## src/rtl/txstat_pkg.sv

```systemverilog
package txstat_pkg;
  localparam int ADDR_W = 8;
  localparam int DATA_W = 16;
  localparam logic [ADDR_W-1:0] A_OCT_LO = 8'h6C;
  localparam logic [ADDR_W-1:0] A_OCT_HI = 8'h6E;
  localparam logic [ADDR_W-1:0] A_COLL   = 8'h77;
  localparam logic [ADDR_W-1:0] A_STAT   = 8'h5E;
endpackage

```

## src/rtl/txstat_accum.sv

```systemverilog
module txstat_accum #(
  parameter int CW = 8,
  parameter int IW = 1,
  parameter logic [CW-1:0] THR = '0
) (
  input  logic          clk,
  input  logic          rst_n,
  input  logic          add_en,
  input  logic [IW-1:0] add_val,
  input  logic          clr,
  output logic [CW-1:0] cnt,
  output logic          hit
);
  logic [CW:0] base_x, inc_x, sum_x;

  always_comb begin
    base_x = clr ? '0 : {1'b0, cnt};
    inc_x  = (CW+1)'(add_val);
    sum_x  = base_x + inc_x;
  end

  // threshold crossing, a carry out also passed through THR
  assign hit = add_en && (base_x[CW-1:0] < THR) &&
               (sum_x[CW] || (sum_x[CW-1:0] >= THR));

  always_ff @(posedge clk) begin
    if (!rst_n)      cnt <= '0;
    else if (add_en) cnt <= sum_x[CW-1:0];
    else if (clr)    cnt <= '0;
  end


  cnt_hold_chk: assert property (@(posedge clk) disable iff (!rst_n)
    (!add_en && !clr) |=> $stable(cnt));


  cnt_clear_chk: assert property (@(posedge clk) disable iff (!rst_n)
    (clr && !add_en) |=> (cnt == '0));
endmodule

```

## src/rtl/txstat_irq.sv

```systemverilog
module txstat_irq (
  input  logic clk,
  input  logic rst_n,
  input  logic set,
  input  logic clr,
  output logic flag
);
  always_ff @(posedge clk) begin
    if (!rst_n)    flag <= 1'b0;
    else if (set)  flag <= 1'b1;
    else if (clr)  flag <= 1'b0;
  end


  irq_set_chk: assert property (@(posedge clk) disable iff (!rst_n)
    set |=> flag);


  irq_sticky_chk: assert property (@(posedge clk) disable iff (!rst_n)
    (flag && !clr) |=> flag);
endmodule

```

## src/rtl/txstat_regif.sv

```systemverilog
module txstat_regif
  import txstat_pkg::*;
#(
  parameter int OCT_W  = 20,
  parameter int COLL_W = 8
) (
  input  logic              clk,
  input  logic              rst_n,
  input  logic              rd_en,
  input  logic              wr_en,
  input  logic [ADDR_W-1:0] addr,
  input  logic [DATA_W-1:0] wr_data,
  input  logic [OCT_W-1:0]  oct_cnt,
  input  logic [COLL_W-1:0] coll_cnt,
  input  logic              flag,
  output logic              oct_clr,
  output logic              coll_clr,
  output logic              irq_clr,
  output logic [DATA_W-1:0] rd_data,
  output logic              rd_valid
);
  localparam int HI_W = OCT_W - DATA_W;

  logic [HI_W-1:0]   hi_hold;
  logic [DATA_W-1:0] rd_mux;

  assign oct_clr  = rd_en && (addr == A_OCT_LO);
  assign coll_clr = rd_en && (addr == A_COLL);
  assign irq_clr  = wr_en && (addr == A_STAT) && wr_data[0];

  always_comb begin
    rd_mux = '0;
    unique case (addr)
      A_OCT_LO: rd_mux = oct_cnt[DATA_W-1:0];
      A_OCT_HI: rd_mux = DATA_W'(hi_hold);
      A_COLL:   rd_mux = DATA_W'(coll_cnt);
      A_STAT:   rd_mux = DATA_W'(flag);
      default:  rd_mux = '0;
    endcase
  end

  always_ff @(posedge clk) begin
    if (!rst_n) begin
      hi_hold  <= '0;
      rd_data  <= '0;
      rd_valid <= 1'b0;
    end else begin
      rd_valid <= rd_en;
      if (rd_en)   rd_data <= rd_mux;
      if (oct_clr) hi_hold <= oct_cnt[OCT_W-1:DATA_W];
    end
  end


  rd_lat_chk: assert property (@(posedge clk) disable iff (!rst_n)
    rd_en |=> rd_valid);


  rd_only_chk: assert property (@(posedge clk) disable iff (!rst_n)
    !rd_en |=> !rd_valid);
endmodule

```

## src/rtl/txstat_bank.sv

```systemverilog
module txstat_bank
  import txstat_pkg::*;
#(
  parameter int OCT_W  = 20,
  parameter int COLL_W = 8,
  parameter int LEN_W  = 16,
  parameter int THRESH = 192
) (
  input  logic              clk,
  input  logic              rst_n,
  input  logic              fr_valid,
  output logic              fr_ready,
  input  logic [LEN_W-1:0]  fr_octets,
  input  logic              fr_one_coll,
  input  logic              stat_en,
  input  logic              rd_en,
  input  logic              wr_en,
  input  logic [ADDR_W-1:0] addr,
  input  logic [DATA_W-1:0] wr_data,
  output logic [DATA_W-1:0] rd_data,
  output logic              rd_valid,
  output logic              upd_irq
);
  localparam logic [OCT_W-1:0]  OCT_THR  = OCT_W'(THRESH);
  localparam logic [COLL_W-1:0] COLL_THR = COLL_W'(THRESH);

  logic              take, oct_add, coll_add;
  logic              oct_clr, coll_clr, irq_clr;
  logic              oct_hit, coll_hit;
  logic [OCT_W-1:0]  oct_cnt;
  logic [COLL_W-1:0] coll_cnt;

  always_ff @(posedge clk) begin
    if (!rst_n) fr_ready <= 1'b0;
    else        fr_ready <= 1'b1;
  end

  assign take     = fr_valid && fr_ready;
  assign oct_add  = take && stat_en;
  assign coll_add = take && stat_en && fr_one_coll;

  txstat_accum #(.CW(OCT_W), .IW(LEN_W), .THR(OCT_THR)) oct_u (
    .clk(clk), .rst_n(rst_n), .add_en(oct_add), .add_val(fr_octets),
    .clr(oct_clr), .cnt(oct_cnt), .hit(oct_hit));

  txstat_accum #(.CW(COLL_W), .IW(1), .THR(COLL_THR)) coll_u (
    .clk(clk), .rst_n(rst_n), .add_en(coll_add), .add_val(1'b1),
    .clr(coll_clr), .cnt(coll_cnt), .hit(coll_hit));

  txstat_irq irq_u (
    .clk(clk), .rst_n(rst_n), .set(oct_hit || coll_hit),
    .clr(irq_clr), .flag(upd_irq));

  txstat_regif #(.OCT_W(OCT_W), .COLL_W(COLL_W)) reg_u (
    .clk(clk), .rst_n(rst_n), .rd_en(rd_en), .wr_en(wr_en), .addr(addr),
    .wr_data(wr_data), .oct_cnt(oct_cnt), .coll_cnt(coll_cnt),
    .flag(upd_irq), .oct_clr(oct_clr), .coll_clr(coll_clr),
    .irq_clr(irq_clr), .rd_data(rd_data), .rd_valid(rd_valid));


  en_hold_chk: assert property (@(posedge clk) disable iff (!rst_n)
    (!stat_en && !oct_clr && !coll_clr) |=> ($stable(oct_cnt) && $stable(coll_cnt)));


  no_coll_chk: assert property (@(posedge clk) disable iff (!rst_n)
    (!fr_one_coll && !coll_clr) |=> $stable(coll_cnt));
endmodule

```

## config.mk

```make
export PLATFORM = sky130hd
export DESIGN_NAME = txstat_bank
export DESIGN_NICKNAME = d
export VERILOG_FILES = /design/src/rtl/txstat_pkg.sv /design/src/rtl/txstat_accum.sv /design/src/rtl/txstat_irq.sv /design/src/rtl/txstat_regif.sv /design/src/rtl/txstat_bank.sv
export SDC_FILE = /design/constraint.sdc
export NUM_CORES = 1
export LEC_CHECK = 0
export CAP_MARGIN = 20
export CORE_ASPECT_RATIO = 1.1
export CORE_UTILIZATION = 55
export CTS_BUF_LIST = sky130_fd_sc_hd__clkbuf_8
export CTS_CLUSTER_DIAMETER = 50
export DETAILED_ROUTE_END_ITERATION = 16
export PLACE_DENSITY = 0.9
export SYNTH_ARGS = -nofsm -noshare
export SYNTH_HDL_FRONTEND = slang
export SYNTH_HIERARCHICAL = 1
export SYNTH_SLANG_ARGS = --single-unit
```

## constraint.sdc

```tcl
create_clock -name clk -period 6.3 [get_ports clk]
set_clock_uncertainty 0.05 [all_clocks]
set_input_delay 1.26 -clock clk [delete_from_list [all_inputs] [get_ports clk]]
set_output_delay 1.26 -clock clk [all_outputs]
set_load 0.1 [all_outputs]
```

==> metrics, run 1 <==
outcome=completed; share of layout cells above drive strength 1=between 7 and 8%; Row Count=31; # setup viols final=0; Data required, critical path=approximately 6.5 ns; Yosys reg bits=51; Post-Place Cells=between 500 and 600; max incr delay on CP=between 0.5 and 0.6 ns; final hold vios=0; minimum clock period=slightly below 6 ns; Post-synth ARST share=0%; global route overflow=0; postcts setup bufs=0; synthesized area=approximately 0.0037 mm²; Initial Util=56.9%; power consumption=0.733 mW; TritonCTS Buffers=5; fillers=533; DR pass1 iterations=6; largest net degree at the start of global routing=30; Leak=1.70 nW; final core utilization=about two thirds; nets=between 500 and 600; f_max=173 MHz; Die W=80.7 µm; Post-Place Cell Area=about 0.0043 mm²; crit path capture type=flop; Clock Path Buffers=2; count of final max-slew check failures=0; worst path bufs/invs=2; DP Worst Slack=~0.24 ns; Syn. warnings=6; H-Tree Depth=2; vias in the first global route=3398; clock root buffer=clkbuf_8; core area=~0.0066 mm²; MaxCap Viol Count=0; largest fanout on the critical path=29; family with the most delay on the worst path=simple AND/OR/NAND/NOR gates; Mapped Nets=approximately 500; Iter 0 DRT Violations=between 300 and 400; unrepaired setup endpoints after global routing=no; DR vias=around 3700; fin area=around 0.0044 mm²; diode count=0; Worst setup SP type=input pin; die height=between 80 and 90 µm; RePlAce Congestion=0.947; CP Cell Sequence=clkdlybuf4s50_1 > nand4b_4 > nor4b_4 > buf_4 > nor2b_1 > ha_1 > a211oi_1 > a211oi_1 > a222oi_1 > o211ai_1 > or4_1 > and4bb_1 > a41oi_1 > or2_1 > o21a_1; Worst Path Arrival=between 5 and 6 ns; # DRC=0; CP most frequent cell=a211oi_1; Mapped Cells=446; DR vias/cell=approximately 6.4; setup slack after layout=0.533 ns; post-cts resize count=0; final cell count without fillers=roughly 570; hold_ws=about 0.41 ns; Final ANT Viol Nets=0; fin crit share=between 90% and 100%; Die ar.=between 0.007 and 0.008 mm²; clock sinks=51; number of synthesized flops with an enable pin=0; layout overhead on the synthesized area=17.1%; HPWL Detailed=just over 7 mm; total wire length=a little under 10 mm; GR Util All Layers=28.7%; CP Class=in2reg; Hold WC Path Type=reg2reg; hold buffer count at cts=0; Final TNS setup=0 ns; Seq/Total Area, Yosys=between 20 and 30%; Port Buffers=50; pwr dens=167 mW/mm²; Main synth FF type=dfxtp_1; measured slew at the worst slew-check pin=roughly 0.97 ns; I/O pin total=66; first-pass GRT wire length=approximately 16 mm; CTS clock-pin slew for the worst setup and hold paths=roughly 0.09 ns; maximum VDD drop=0.129 mV; Slew HR=34.9%; per-cell routed wire length=roughly 17 µm; clock latency on the worst-skew pair=between 0.3 and 0.4 ns; critical path's slowest cell=or4_1; Mean Syn Cell Area=8.40 µm²; Netlist cell types=80; CTS tree=yes; antenna violations before repair=0
synthesized netlist by cell type, drive strengths merged, types with 13 or more instances:
cell type	instances	area [µm²]
buf	14	101
a21oi	20	100
ha	15	188
nor2b	34	220
dfxtp	51	1020
mux2i	18	180
o21ai	20	100
a21o	13	97.6
nand2	25	93.8
a22oi	15	113
nor2	42	158
registers in the layout (all words and copies together), names as in the netlist:
name,cells
coll_u/cnt,8
fr_ready,1
irq_u/flag,1
oct_u/cnt,20
reg_u/hi_hold,4
reg_u/rd_data,16
reg_u/rd_valid,1
cell families (layout without fill, tap and decap cells):
kind of cell	Yosys count	count (layout)	share of synthesized area, %
and+or+nand+nor	178	178	27.0
AOI/OAI and AO/OA	117	117	22.3
buffers and inverters	33	76	4.74
adders and majority gates	18	18	6.07
xor gates and xnor gates	23	23	5.57
DFF	51	51	27.2
other	1	1	0.100
muxes	25	25	6.91
final cells by class:
class,instances,area [µm²],area share [%]
inverters,11,46.3,1.05
multi-input cells,362,2550,58.1
clock inverters,2,35.0,0.798
well taps,82,103,2.34
repair buffers,57,553,12.6
clock buffers,6,82.6,1.88
flip-flops and latches,51,1020,23.3
power by group:
part           internal, mW  switching, mW  leakage (nW)  total (mW)
clock                 0.129          0.113        0.0612       0.242
sequential            0.328        0.00540         0.413       0.333
combinational        0.0706         0.0871          1.23       0.158
total                 0.527          0.206          1.70       0.733
worst paths after layout:
| kind | slack, ns | cells after the start | endpoint | from |
|---|---|---|---|---|
| setup / recovery | 0.53 | 15 | irq_u/flag | addr[5] |
| hold / removal | 0.41 | 2 | reg_u/rd_data[5] | reg_u/rd_data[5] |
| setup reg to reg | 2.48 | 13 | irq_u/flag | oct_u/cnt[0] |
| hold reg to reg | 0.41 | 2 | reg_u/rd_data[5] | reg_u/rd_data[5] |
per-layer routing:
| metal | routed length [µm] | GRT usage [%] |
|---|---|---|
| met5 | 0 | 0 |
| met4 | 369 | 15.1 |
| met3 | 688 | 3.61 |
| met2 | 4780 | 48.9 |
| met1 | 4020 | 35.4 |
layout by cell type (no fill, tap or decap), drive strengths merged, types with 4 or more instances in the layout:
cell           count
or2                4
xor2              12
nand2b             6
dfxtp             51
nor2b             34
o21ai             20
o21a               6
nand2             25
mux2i             18
o211ai             4
clkdlybuf4s50     50
buf                7
xnor2             11
mux2               7
ha                15
nand3             10
and3               5
a21o              13
and2               6
a21oi             20
a22oi             15
nor3              12
or3                5
clkbuf             6
nand4              7
inv               10
a211oi             7
nor2              42
worst register-to-register path, stage by stage (launching register included):
cell and delay (ns):
dfxtp_1 0.32, nor2b_1 0.15, ha_1 0.26, fa_1 0.41
a21oi_1 0.18, nand4b_1 0.22, nand2_1 0.17, a222oi_1 0.38
o211ai_1 0.15, or4_1 0.57, and4bb_1 0.31, a41oi_1 0.14
or2_1 0.23, o21a_1 0.17
Power figures use the tool's default switching activity.
==> run 2, diff against run 1 <==
--- a/config.mk
+++ b/config.mk
@@ -5,13 +5,14 @@
 export SDC_FILE = /design/constraint.sdc
 export NUM_CORES = 1
 export LEC_CHECK = 0
+export ABC_AREA = 1
 export CAP_MARGIN = 20
 export CORE_ASPECT_RATIO = 1.1
-export CORE_UTILIZATION = 55
+export CORE_UTILIZATION = 28
 export CTS_BUF_LIST = sky130_fd_sc_hd__clkbuf_8
 export CTS_CLUSTER_DIAMETER = 50
 export DETAILED_ROUTE_END_ITERATION = 16
-export PLACE_DENSITY = 0.9
+export PLACE_DENSITY = 0.55
 export SYNTH_ARGS = -nofsm -noshare
 export SYNTH_HDL_FRONTEND = slang
 export SYNTH_HIERARCHICAL = 1
==> constraint.sdc (replaced) <==
create_clock -name clk -period 6.3 [get_ports clk]
set_clock_uncertainty 0.05 [all_clocks]
set_input_delay 1.575 -clock clk [delete_from_list [all_inputs] [get_ports clk]]
set_output_delay 1.575 -clock clk [all_outputs]
set_load 0.1 [all_outputs]
==> run 2 against run 1 <==
  * Register-to-register slack better by 0.87 ns
  * Clock-buffer cell count unchanged
  * Area after synthesis down 2.7%
  * Synthesized cell count up 35%
  * Critical endpoint unchanged
  * Sequential cell count unchanged
==> metrics, run 2 <==
DR vias=about 3800; worst path bufs/invs=3; TritonCTS Buffers=5; GR Util All Layers=15.5%; number of synthesized flops with an enable pin=0; outcome=completed; Reg area=0.00102 mm²; count of final max-slew check failures=0; HPWL Detailed=between 8 and 9 mm; Seq/Total Area, Yosys=between 20% and 30%; fin crit share=81.6%; Post-synth top cells=nand2_1, inv_1, nor2_1, nand3_1, dfxtp_1; die height=approximately 120 µm; top cells by area, synth=dfxtp_1, nand2_1, inv_1, nand3_1, nor2_1; Iter 0 DRT Violations=roughly 220; MaxCap Viol Count=0; Syn. warnings=6; fin area=~0.0044 mm²; minimum clock period=roughly 5 ns; CTS clock-pin slew for the worst setup and hold paths=0.09 ns; family with the most delay on the worst path=simple AND/OR/NAND/NOR gates; share of layout cells above drive strength 1=7.50%; # setup viols final=0; Netlist cell types=37; Data required, critical path=approximately 6.5 ns; largest net degree at the start of global routing=28; mux cell area share after synthesis=0%; DR vias/cell=about 4.7; most frequent cell after synthesis=nand2_1; Yosys reg bits=51; DR pass1 iterations=5; I/O pin total=between 60 and 70; Synth Area in XOR/XNOR=less than 1%; maximum VDD drop=about 0.08 mV; power consumption=0.695 mW; max reg flops=20; Mean Syn Cell Area=around 6.0 µm²; total wire length=a little over 10 mm; post-synth top area share=28.0%; per-cell routed wire length=12.6 µm; CTS tree=yes; first-pass GRT wire length=17.0 mm; Mapped Cells=between 600 and 700; hold buffer count at cts=0; Leak=~2.2 nW; Main synth FF type=dfxtp_1; register bank with the most flops=oct_u/cnt; commonest non-fill, non-tap cell in the layout=nand2_1; nets=716; antenna violations before repair=0; Sequential Power Share=48.4%; Port Buffers=50; switching part of the total=a little under a third; clock root buffer=clkbuf_8; diode count=0; Slew HR=33.2%; Row Count=43; H-Tree Depth=2; measured slew at the worst slew-check pin=~1 ns; Comb power frac=a little under a quarter; layout overhead on the synthesized area=20.7%; Synth area leader=dfxtp_1; vias in the first global route=3592; # DRC=0; max incr delay on CP=roughly 0.68 ns; compound-gate portion of the synthesized area=between 10 and 15%; Net Sw Power=between 0.2 and 0.25 mW; synthesized area=~0.0036 mm²; Die ar.=around 0.013 mm²; Hold WC Path Type=reg2reg; fillers=approximately 1400; RePlAce Congestion=approximately 0.91; core area=0.0126 mm²; Post-Place Cell Area=about 0.0043 mm²; Adder-Cell Fraction of Synth Area=5.69%; power share of the clock group=27.6%; final hold vios=0; Final ANT Viol Nets=0; CP Cell Sequence=clkdlybuf4s50_1 > inv_2 > nor2_4 > nor2_1 > ha_1 > fa_1 > nand3_1 > nand3_1 > nand2_1 > nand3_1 > nand3_1 > nand2_1 > nand2_1 > nand2_1 > nor2_1 > nand3_1 > nor2_1 > nor2_1 > or2_1 > inv_1 > a21oi_2; critical path's slowest cell=clkdlybuf4s50_1; clock latency on the worst-skew pair=0.30 ns; hold_ws=between 0.4 and 0.5 ns; postcts setup bufs=0; crit path capture type=flop; post-cts resize count=0; pwr dens=roughly 160 mW/mm²; CP Class=in2reg; Worst setup SP type=input pin; Worst Path Arrival=5.30 ns; clock sinks=51; unrepaired setup endpoints after global routing=no; Post-Place Cells=approximately 800; main combinational cell family by area after synthesis=simple AND/OR/NAND/NOR gates; Top Registers=oct_u/cnt: 20 flops, reg_u/rd_data: 16 flops, coll_u/cnt: 8 flops; most frequent cells in the layout=nand2_1, inv_1, nor2_1, nand3_1, dfxtp_1; Mapped Nets=around 670; global route overflow=0; post-synthesis simple-gate area fraction=between 40% and 50%; internal power=around 0.48 mW; f_max=194 MHz; Clock Path Buffers=2; CP most frequent cell=nand3_1; Multi-input gate area=~0.0022 mm²; Die W=roughly 110 µm; Post-synth ARST share=0%; largest fanout on the critical path=18; Final TNS setup=0 ns; final cell count without fillers=between 800 and 900; Initial Util=about 29%
-- run 2: metal layers --
layer | part of all wire (%) | up-vias | track usage [%]
met5 | 0 | - | 0
met4 | 2.0 | 0 | 5.50
met3 | 4.8 | 15 | 2.19
met2 | 46 | 74 | 27.0
met1 | 47 | 1721 | 19.7
li1 | - | 2005 | -
-- run 2: final timing paths --
| check | startpoint | to | slack (ns) | depth (start not counted) |
|---|---|---|---|---|
| worst max-delay path | rd_en | irq_u/flag | 1.16 | 21 |
| worst min-delay path | oct_u/cnt[10] | reg_u/rd_data[10] | 0.41 | 2 |
| worst max register to register | oct_u/cnt[0] | irq_u/flag | 3.35 | 19 |
| worst min register to register | oct_u/cnt[10] | reg_u/rd_data[10] | 0.41 | 2 |
-- run 2: layout make-up --
class | instances | share of cell area [%]
Multi-Input combinational cell | 438 | 49.5
Sequential cell | 51 | 23.2
Timing Repair Buffer | 53 | 11.9
Inverter | 104 | 8.93
Tap cell | 157 | 4.46
Clock buffer | 6 | 1.88
Clock inverter | 1 | 0.114
-- run 2: power by group through the flow --
stage / clock network, mW / logic, mW / registers (mW)
floorplan: 0 / 0.105 / 0.349
global placement: 0 / 0.165 / 0.344
detailed placement: 0 / 0.166 / 0.344
CTS: 0.200 / 0.167 / 0.337
global route: 0.213 / 0.188 / 0.338
finish: 0.192 / 0.167 / 0.337
-- run 2: cells by family (layout without fill, tap and decap cells) --
group / count (synthesis) / count (layout)
AOI/OAI and AO/OA: 84 / 84
xor gates and xnor gates: 4 / 4
adders and majority gates: 16 / 16
buffers and inverters: 114 / 164
DFF: 51 / 51
other: 1 / 1
and+or+nand+nor: 333 / 333
-- run 2: per-stage QoR --
stage / utilization [%] / setup slack (ns)
6_report: 34.8 / 1.16
5_1_grt: 34.8 / 0.894
4_1_cts: 34.8 / 1.19
3_5_place_dp: 34.1 / 0.860
3_3_place_gp: 34.1 / 0.893
2_1_floorplan: - / 1.70
-- run 2: worst register-to-register path, stage by stage (launching register included) --
cell     delay (ns)
dfxtp_1        0.32
inv_1          0.05
nor2_1         0.05
ha_1           0.25
fa_1           0.44
nand3_1        0.11
nand3_1        0.12
nand2_1        0.11
nand3_1        0.20
nand3_1        0.23
nand2_1        0.08
nand2_1        0.06
nand2_1        0.10
nor2_1         0.14
nand3_1        0.09
nor2_1         0.09
nor2_1         0.07
or2_1          0.21
inv_1          0.07
a21oi_2        0.05
